===== src/rtl/wms_pkg.sv =====
// Shared definitions for the wave divergence mask stack.
// Assumes a 3-bit operation code supplied by the decoder.
package wms_pkg;
    typedef enum logic [2:0] {
        OP_IF      = 3'd0,
        OP_ELSE    = 3'd1,
        OP_ENDIF   = 3'd2,
        OP_LOOP    = 3'd3,
        OP_BREAK   = 3'd4,
        OP_CONT    = 3'd5,
        OP_ENDLOOP = 3'd6,
        OP_NONE    = 3'd7
    } wms_op_e;
endpackage


===== src/rtl/wms_lane_select.sv =====
// Per-lane condition former: applies the optional negation to the
// predicate before any lane selection. Purely combinational.
module wms_lane_select #(
    parameter int LANES = 8
) (
    input  logic [LANES-1:0] pred,
    input  logic             neg,
    output logic [LANES-1:0] cond
);
    for (genvar l = 0; l < LANES; l++) begin : g_lane
        // one lane: invert the predicate when negation is requested
        assign cond[l] = pred[l] ^ neg;
    end
endmodule


===== src/rtl/wms_wave_ctx.sv =====
// Control-flow context of one wave: active mask, nesting stack,
// innermost-loop pointer and sticky overflow flag.
// Assumes at most one operation per cycle, gated by en.
// Stack entries are only read while they are valid, so the storage
// arrays carry no reset.
module wms_wave_ctx
    import wms_pkg::*;
#(
    parameter int LANES = 8,
    parameter int DEPTH = 32
) (
    input  logic             clk,
    input  logic             rst_n,
    input  logic             en,
    input  wms_op_e          op,
    input  logic [LANES-1:0] cond,
    output logic [LANES-1:0] mask_o,
    output logic             ovf_o,
    output logic             branch_o,
    output logic             skip_o
);
    localparam int PW  = (DEPTH > 1) ? $clog2(DEPTH) : 1;
    localparam int SPW = $clog2(DEPTH + 1);

    logic [LANES-1:0] mask_q;
    logic [SPW-1:0]   sp_q;
    logic [PW-1:0]    lp_q;
    logic             lpv_q;
    logic             ovf_q;

    logic             kind_q  [DEPTH];   // 1 = loop entry
    logic [LANES-1:0] saved_q [DEPTH];
    logic [LANES-1:0] xa_q    [DEPTH];   // then-lanes or broken lanes
    logic [LANES-1:0] yb_q    [DEPTH];   // continued lanes
    logic [PW-1:0]    oidx_q  [DEPTH];   // enclosing loop pointer
    logic             ovld_q  [DEPTH];

    logic             empty, full;
    logic [PW-1:0]    top, push_idx;
    logic [LANES-1:0] sel, gone, remain, else_mask, mask_n;
    logic             do_push, push_loop, do_pop, set_ovf;
    logic             brk_wr, cnt_wr, clr_cnt, branch, skip;

    // stack position and lanes that have left the innermost loop
    always_comb begin
        empty    = (sp_q == '0);
        full     = (sp_q == SPW'(DEPTH));
        top      = PW'(sp_q - 1'b1);
        push_idx = PW'(sp_q);
        sel      = mask_q & cond;
        gone     = lpv_q ? (xa_q[lp_q] | yb_q[lp_q]) : '0;
        remain   = saved_q[top] & ~xa_q[top];
        else_mask = saved_q[top] & ~xa_q[top] & ~gone;
    end

    // next mask and stack actions for the presented operation
    always_comb begin
        mask_n    = mask_q;
        do_push   = 1'b0;
        push_loop = 1'b0;
        do_pop    = 1'b0;
        set_ovf   = 1'b0;
        brk_wr    = 1'b0;
        cnt_wr    = 1'b0;
        clr_cnt   = 1'b0;
        branch    = 1'b0;
        skip      = 1'b0;
        case (op)
            OP_IF: begin
                if (full) begin
                    set_ovf = 1'b1;
                end else begin
                    do_push = 1'b1;
                    mask_n  = sel;
                    skip    = (sel == '0);
                end
            end
            OP_ELSE: begin
                if (!empty && !kind_q[top]) begin
                    mask_n = else_mask;
                    skip   = (else_mask == '0);
                end
            end
            OP_ENDIF: begin
                if (!empty && !kind_q[top]) begin
                    mask_n = saved_q[top] & ~gone;
                    do_pop = 1'b1;
                end
            end
            OP_LOOP: begin
                if (full) begin
                    set_ovf = 1'b1;
                end else begin
                    do_push   = 1'b1;
                    push_loop = 1'b1;
                end
            end
            OP_BREAK: begin
                if (lpv_q) begin
                    brk_wr = 1'b1;
                    mask_n = mask_q & ~sel;
                end
            end
            OP_CONT: begin
                if (lpv_q) begin
                    cnt_wr = 1'b1;
                    mask_n = mask_q & ~sel;
                end
            end
            OP_ENDLOOP: begin
                if (!empty && kind_q[top]) begin
                    if (remain != '0) begin
                        branch  = 1'b1;
                        clr_cnt = 1'b1;
                        mask_n  = remain;
                    end else begin
                        do_pop = 1'b1;
                        mask_n = saved_q[top];
                    end
                end
            end
            default: ;
        endcase
    end

    // architectural state: mask, stack pointer, loop pointer, overflow
    always_ff @(posedge clk) begin
        if (!rst_n) begin
            mask_q <= '1;
            sp_q   <= '0;
            lp_q   <= '0;
            lpv_q  <= 1'b0;
            ovf_q  <= 1'b0;
        end else if (en) begin
            mask_q <= mask_n;
            if (set_ovf) ovf_q <= 1'b1;
            if (do_push) begin
                sp_q <= sp_q + 1'b1;
                if (push_loop) begin
                    lp_q  <= push_idx;
                    lpv_q <= 1'b1;
                end
            end
            if (do_pop) begin
                sp_q <= sp_q - 1'b1;
                if (kind_q[top]) begin
                    lp_q  <= oidx_q[top];
                    lpv_q <= ovld_q[top];
                end
            end
        end
    end

    // stack entry storage: push, exit-mask updates, continue clear
    always_ff @(posedge clk) begin
        if (rst_n && en) begin
            if (do_push) begin
                kind_q[push_idx]  <= push_loop;
                saved_q[push_idx] <= mask_q;
                xa_q[push_idx]    <= push_loop ? '0 : sel;
                yb_q[push_idx]    <= '0;
                oidx_q[push_idx]  <= lp_q;
                ovld_q[push_idx]  <= lpv_q;
            end
            if (brk_wr) xa_q[lp_q] <= xa_q[lp_q] | sel;
            if (cnt_wr) yb_q[lp_q] <= yb_q[lp_q] | sel;
            if (clr_cnt) yb_q[top] <= '0;
        end
    end

    assign mask_o   = mask_q;
    assign ovf_o    = ovf_q;
    assign branch_o = en & branch;
    assign skip_o   = en & skip;
endmodule


===== src/rtl/wave_mask_stack.sv =====
// Top of the wave divergence mask stack: one context per resident
// wave, a shared condition former, and an output selector keyed by
// op_wave. Assumes one operation per cycle; an out-of-range wave
// index enables no context and reads back zeros.
module wave_mask_stack
    import wms_pkg::*;
#(
    parameter int LANES = 8,
    parameter int DEPTH = 32,
    parameter int WAVES = 4
) (
    input  logic                                  clk,
    input  logic                                  rst_n,
    input  logic                                  op_valid,
    input  logic [((WAVES>1)?$clog2(WAVES):1)-1:0] op_wave,
    input  logic [2:0]                            op_code,
    input  logic [LANES-1:0]                      op_pred,
    input  logic                                  op_neg,
    output logic [LANES-1:0]                      active_mask,
    output logic                                  branch_back,
    output logic                                  skip_hint,
    output logic                                  overflow
);
    localparam int WIDW = (WAVES > 1) ? $clog2(WAVES) : 1;

    logic [LANES-1:0] cond;
    logic [LANES-1:0] w_mask   [WAVES];
    logic             w_ovf    [WAVES];
    logic             w_branch [WAVES];
    logic             w_skip   [WAVES];

    wms_lane_select #(.LANES(LANES)) u_sel (
        .pred (op_pred),
        .neg  (op_neg),
        .cond (cond)
    );

    for (genvar g = 0; g < WAVES; g++) begin : g_wave
        logic en;
        assign en = op_valid && (op_wave == WIDW'(g));
        wms_wave_ctx #(.LANES(LANES), .DEPTH(DEPTH)) u_ctx (
            .clk      (clk),
            .rst_n    (rst_n),
            .en       (en),
            .op       (wms_op_e'(op_code)),
            .cond     (cond),
            .mask_o   (w_mask[g]),
            .ovf_o    (w_ovf[g]),
            .branch_o (w_branch[g]),
            .skip_o   (w_skip[g])
        );
    end

    // present the selected wave's outputs, zeros for an unknown index
    always_comb begin
        active_mask = '0;
        overflow    = 1'b0;
        branch_back = 1'b0;
        skip_hint   = 1'b0;
        for (int i = 0; i < WAVES; i++) begin
            if (op_wave == WIDW'(i)) begin
                active_mask = w_mask[i];
                overflow    = w_ovf[i];
                branch_back = w_branch[i];
                skip_hint   = w_skip[i];
            end
        end
    end
endmodule


===== config.mk =====
export PLATFORM = sky130hd
export DESIGN_NAME = wave_mask_stack
export DESIGN_NICKNAME = d
export VERILOG_FILES = /design/src/rtl/wms_pkg.sv /design/src/rtl/wms_lane_select.sv /design/src/rtl/wms_wave_ctx.sv /design/src/rtl/wave_mask_stack.sv
export SDC_FILE = /design/constraint.sdc
export NUM_CORES = 2
export LEC_CHECK = 0
export BUFFER_PORTS_ARGS = -buffer_cell sky130_fd_sc_hd__buf_2
export CAP_MARGIN = 20
export CELL_PAD_IN_SITES_DETAIL_PLACEMENT = 0
export CELL_PAD_IN_SITES_GLOBAL_PLACEMENT = 2
export CORE_UTILIZATION = 50
export DETAILED_ROUTE_END_ITERATION = 10
export GPL_TIMING_DRIVEN = 0
export PLACE_DENSITY_LB_ADDON = 0.08
export REMOVE_ABC_BUFFERS = 1
export SETUP_SLACK_MARGIN = 0.2
export SYNTH_ARGS = -nofsm -noshare
export SYNTH_HDL_FRONTEND = slang
export SYNTH_HIERARCHICAL = 1
export SYNTH_SLANG_ARGS = --single-unit

===== constraint.sdc =====
create_clock -name clk -period 7.8 [get_ports clk]
set_input_delay 0 -clock clk [delete_from_list [all_inputs] [get_ports clk]]
set_output_delay 0 -clock clk [all_outputs]
set_load 0.03 [all_outputs]

==> flow_summary.ini <==
[run_status]
status = finished with violations
violations = slew limit

[sta]
timing.setup.tns_ns = 0
relSlewSlack_pct = -4.509
rsz0062_at_grt = true
setup_ws_ns = 0.4325
slew_violations = 24
hold_viol = 0
finalSetupViolations = 0
hold_slack_ns = 0.1199
worst_pin_slew_ns = 1.568
max_freq_mhz = 135.7
skew_ns = 0.05057
finalCritPeriodShare_pct = 94.45
fin_crit_ns = 7.367

[critical_path]
cp_slowest_cell = dfxtp_1
end_kind = primary output
critPathKind = reg -> out
cp-startpoint = g_wave[3].u_ctx/sp_q[1]
r2r-start = g_wave[0].u_ctx/sp_q[0]
critical_path.max_stage_delay_ns = 0.84
required_ns = 7.80
crit_arrival_ns = 7.37
cp_cell_sequence = inv_1 -> ha_1 -> xor2_4 -> buf_16 -> buf_12 -> buf_16 -> mux2i_1 -> o21ai_0 -> and4_1 -> o22ai_1 -> nor4_4 -> buf_4 -> nor4_1 -> mux4_1 -> buf_2
cp_max_fo = 15
critPathLaunchType = flop
cp_common_cell = buf_16

[synth]
synth-xor-area-share_pct = 0.2534
synth_compound_area_share_pct = 2.539
yosys.area.top_type = edfxtp_1
synth_area_leaders = edfxtp_1 (69%), mux4_2 (19%), mux2i_1 (1.4%)
syn_area_per_cell_um2 = 20.00
synth-simple-area-share_pct = 4.129
synth_top_family_by_area = multiplexers
ys_ff_latch = 4072
synthAdderAreaFrac_pct = 0.1456
async_flop_share_pct = 0
synthMuxAreaShare_pct = 20.68
synth_top_area_share_pct = 69.33
ys.flop_type = edfxtp_1
ys_types = 92
syn_inst = 8591
yosysSeqAreaShare_pct = 70.54
synth_edf_count = 3968
netlist_area_um2 = 171900
yosysWarnings = 6

[clock_network]
insertion_delay_ns = 1.00
cts_tree = yes
cts.path.max_buffers = 4
htree_levels = 5
cts-root-buf = clkbuf_16
path_clk_slew_ns = 0.07
cts_buffers = 422
cts.sinks = 4072

[min_path]
worstHoldStart = op_code[0]
hold_class = in -> reg

[layout]
post-route-util_pct = 57.75
drive_gt1_share_pct = 31.27
synthToLayoutAreaGrowth_pct = 14.53
final_nets = 8970

[job]
max_cap_violations = 0

[die]
dieArea_um2 = 346100
coreArea_um2 = 340900
die_y_um = 588.3
initial_core_util_pct = 50.42
die_w_um = 588.3
ios = 28
rows = 214

[grt]
grt_overflow = 0
grt_max_degree = 59
grt_pass1_vias = 89500
track_usage_pct = 25.96
grt_first_pass_wirelength_um = 650000
antenna_found_initial = 19

[detailed_routing]
routedWlPerCell_um = 32.51
vias = 88815
antenna_left = 0
initialDrtViolationCount = 9027
avgViaCountPerCell = 6.418
first_pass_iters = 6
drt-total-wl_um = 449800
drc = 0

[pwr]
p_sw_mw = 9.495
p_leak_nw = 62.62
irDropWorstVdd_mv = 0.1951
clock_power_share_pct = 43.9
p_seq_share_pct = 52.7
power.internal_mw = 36.10
switching_share_pct = 20.82
p_per_area_nw_per_um2 = 231.7
power.combinational.fraction_pct = 3.5

[placement]
gp_congestion = 0.8464
dp.final_hpwl_um = 296800
pre_cts_ws_ns = -0.2974
port_buffers = 27
## flip-flops by register name (all words and copies together), names as in the netlist, named ones only
| signal | flops |
|---|---|
| g_wave.u_ctx/mask_o | 32 |
| g_wave.u_ctx/oidx_q | 640 |
| g_wave.u_ctx/ovf_o | 4 |
| g_wave.u_ctx/sp_q | 24 |
| g_wave.u_ctx/lp_q | 20 |
| g_wave.u_ctx/saved_q | 1024 |
| g_wave.u_ctx/xa_q | 1024 |
| g_wave.u_ctx/yb_q | 1024 |
| g_wave.u_ctx/lpv_q | 4 |
| g_wave.u_ctx/kind_q | 128 |
| g_wave.u_ctx/ovld_q | 128 |
## Yosys cell counts (all sizes together) (18+ instances only)
| cell | instances |
|---|---|
| edfxtp | 3968 |
| mux4 | 1443 |
| nor2 | 482 |
| nand2 | 405 |
| buf | 298 |
| o21ai | 293 |
| mux2i | 245 |
| clkbuf | 214 |
| a21oi | 137 |
| nand3 | 127 |
| inv | 108 |
| dfxtp | 104 |
| nand4 | 93 |
| mux2 | 50 |
| nor3 | 50 |
| o32a | 39 |
| o32ai | 38 |
| nand2b | 37 |
| and4 | 36 |
| nor3b | 36 |
| a32oi | 27 |
| and3 | 24 |
| xnor2 | 24 |
| nor2b | 21 |
| ha | 20 |
| o22ai | 20 |
| or3 | 20 |
| nand3b | 19 |
| a31oi | 18 |
| or2 | 18 |
## cells in the final DEF (no fill, tap or decap), types with 20 or more instances in the layout
| master | netlist | final |
|---|---|---|
| a21oi_1 | 134 | 79 |
| a21oi_2 | 3 | 55 |
| a32oi_1 | 27 | 27 |
| and3_1 | 23 | 23 |
| and4_1 | 36 | 36 |
| buf_12 | 1 | 24 |
| buf_16 | 0 | 114 |
| buf_2 | 114 | 51 |
| buf_4 | 41 | 37 |
| buf_6 | 36 | 42 |
| buf_8 | 0 | 145 |
| bufinv_16 | 0 | 44 |
| clkbuf_1 | 211 | 92 |
| clkbuf_16 | 0 | 431 |
| clkinv_1 | 5 | 102 |
| clkinv_2 | 0 | 77 |
| clkinvlp_4 | 0 | 20 |
| dfxtp_1 | 104 | 51 |
| dfxtp_2 | 0 | 39 |
| edfxtp_1 | 3968 | 3968 |
| inv_1 | 108 | 106 |
| mux2_2 | 50 | 50 |
| mux2i_1 | 244 | 243 |
| mux4_2 | 1438 | 1438 |
| nand2_1 | 402 | 402 |
| nand2b_1 | 37 | 37 |
| nand3_1 | 127 | 126 |
| nand4_1 | 93 | 93 |
| nor2_1 | 482 | 325 |
| nor2_2 | 0 | 156 |
| nor3_1 | 47 | 45 |
| nor3b_2 | 22 | 24 |
| o21ai_0 | 278 | 278 |
| o32a_1 | 36 | 36 |
| o32ai_1 | 38 | 38 |
## kinds of logic after synthesis
kind of cell	count (synthesis)
DFF	4072
muxes	1738
and+or+nand+nor	1438
AOI/OAI and AO/OA	662
buffers and inverters	625
xor gates and xnor gates	36
adders and majority gates	20
## per-layer routing
layer	GRT usage [%]	wire length [um]	vias to the layer above
li1	-	-	36852
met1	38.03	191300	48119
met2	41.16	217100	3176
met3	3.641	28120	650
met4	7.380	13200	18
met5	0	111	-
## worst max-delay path: cells and delay by family (launching register included)
| kind | cells | cell delay [ns] |
|---|---|---|
| adder cells (fa/ha/maj) | 1 | 0.58 |
| buffers and inverters | 6 | 1.44 |
| AND/OR/NAND/NOR | 3 | 1.17 |
| AO/OA/AOI/OAI | 2 | 0.54 |
| multiplexers | 2 | 1.03 |
| XOR/XNOR | 1 | 0.72 |
| flip-flops | 1 | 0.84 |
## power groups by stage
stage | clock network, mW | logic, mW | registers, mW
global placement | 0 | 1.46 | 24.6
floorplan | 0 | 0.860 | 24.5
CTS | 20.4 | 1.57 | 24.0
global route | 21.2 | 1.65 | 24.0
finish | 20.0 | 1.57 | 24.0
detailed placement | 0 | 1.55 | 24.5
## repair_timing
| action | 4_1_cts | 5_1_grt |
|---|---|---|
| setup buffers | 13 | 1 |
| resized for setup | 23 | 8 |
| hold buffers | 16 | 0 |
| hold endpoints to repair | 219 | 0 |
| pin swaps | 5 | 0 |
| setup endpoints to repair | 411 | 275 |
## layout make-up
cell class	count	area [um^2]
diodes	6	15.01
clock buffers	526	11170
clock inverters	261	2534
fillers	24878	144000
inverters	113	424.2
multi-input cells	3894	48700
flip-flops and latches	4072	121300
well taps	4536	5675
repair buffers	430	6969
## stage by stage
step	instances	instance area, um^2	total power [mW]
after floorplan	8079	169400	25.36
after global placement	12642	175200	26.07
after detailed placement	13004	182500	26.03
after CTS	13820	196600	46.00
after global routing	13834	196800	46.84
final	13838	196800	45.60
## final timing paths
path	to	slack, ns	depth (start not counted)
max	branch_back	0.43	15
min	g_wave[0].u_ctx/ovf_o	0.12	5
max reg2reg	g_wave[0].u_ctx/yb_q[3][6]	0.45	16
min reg2reg	g_wave[1].u_ctx/ovf_o	0.47	1
Note: power is estimated with default switching activity, not from simulation.
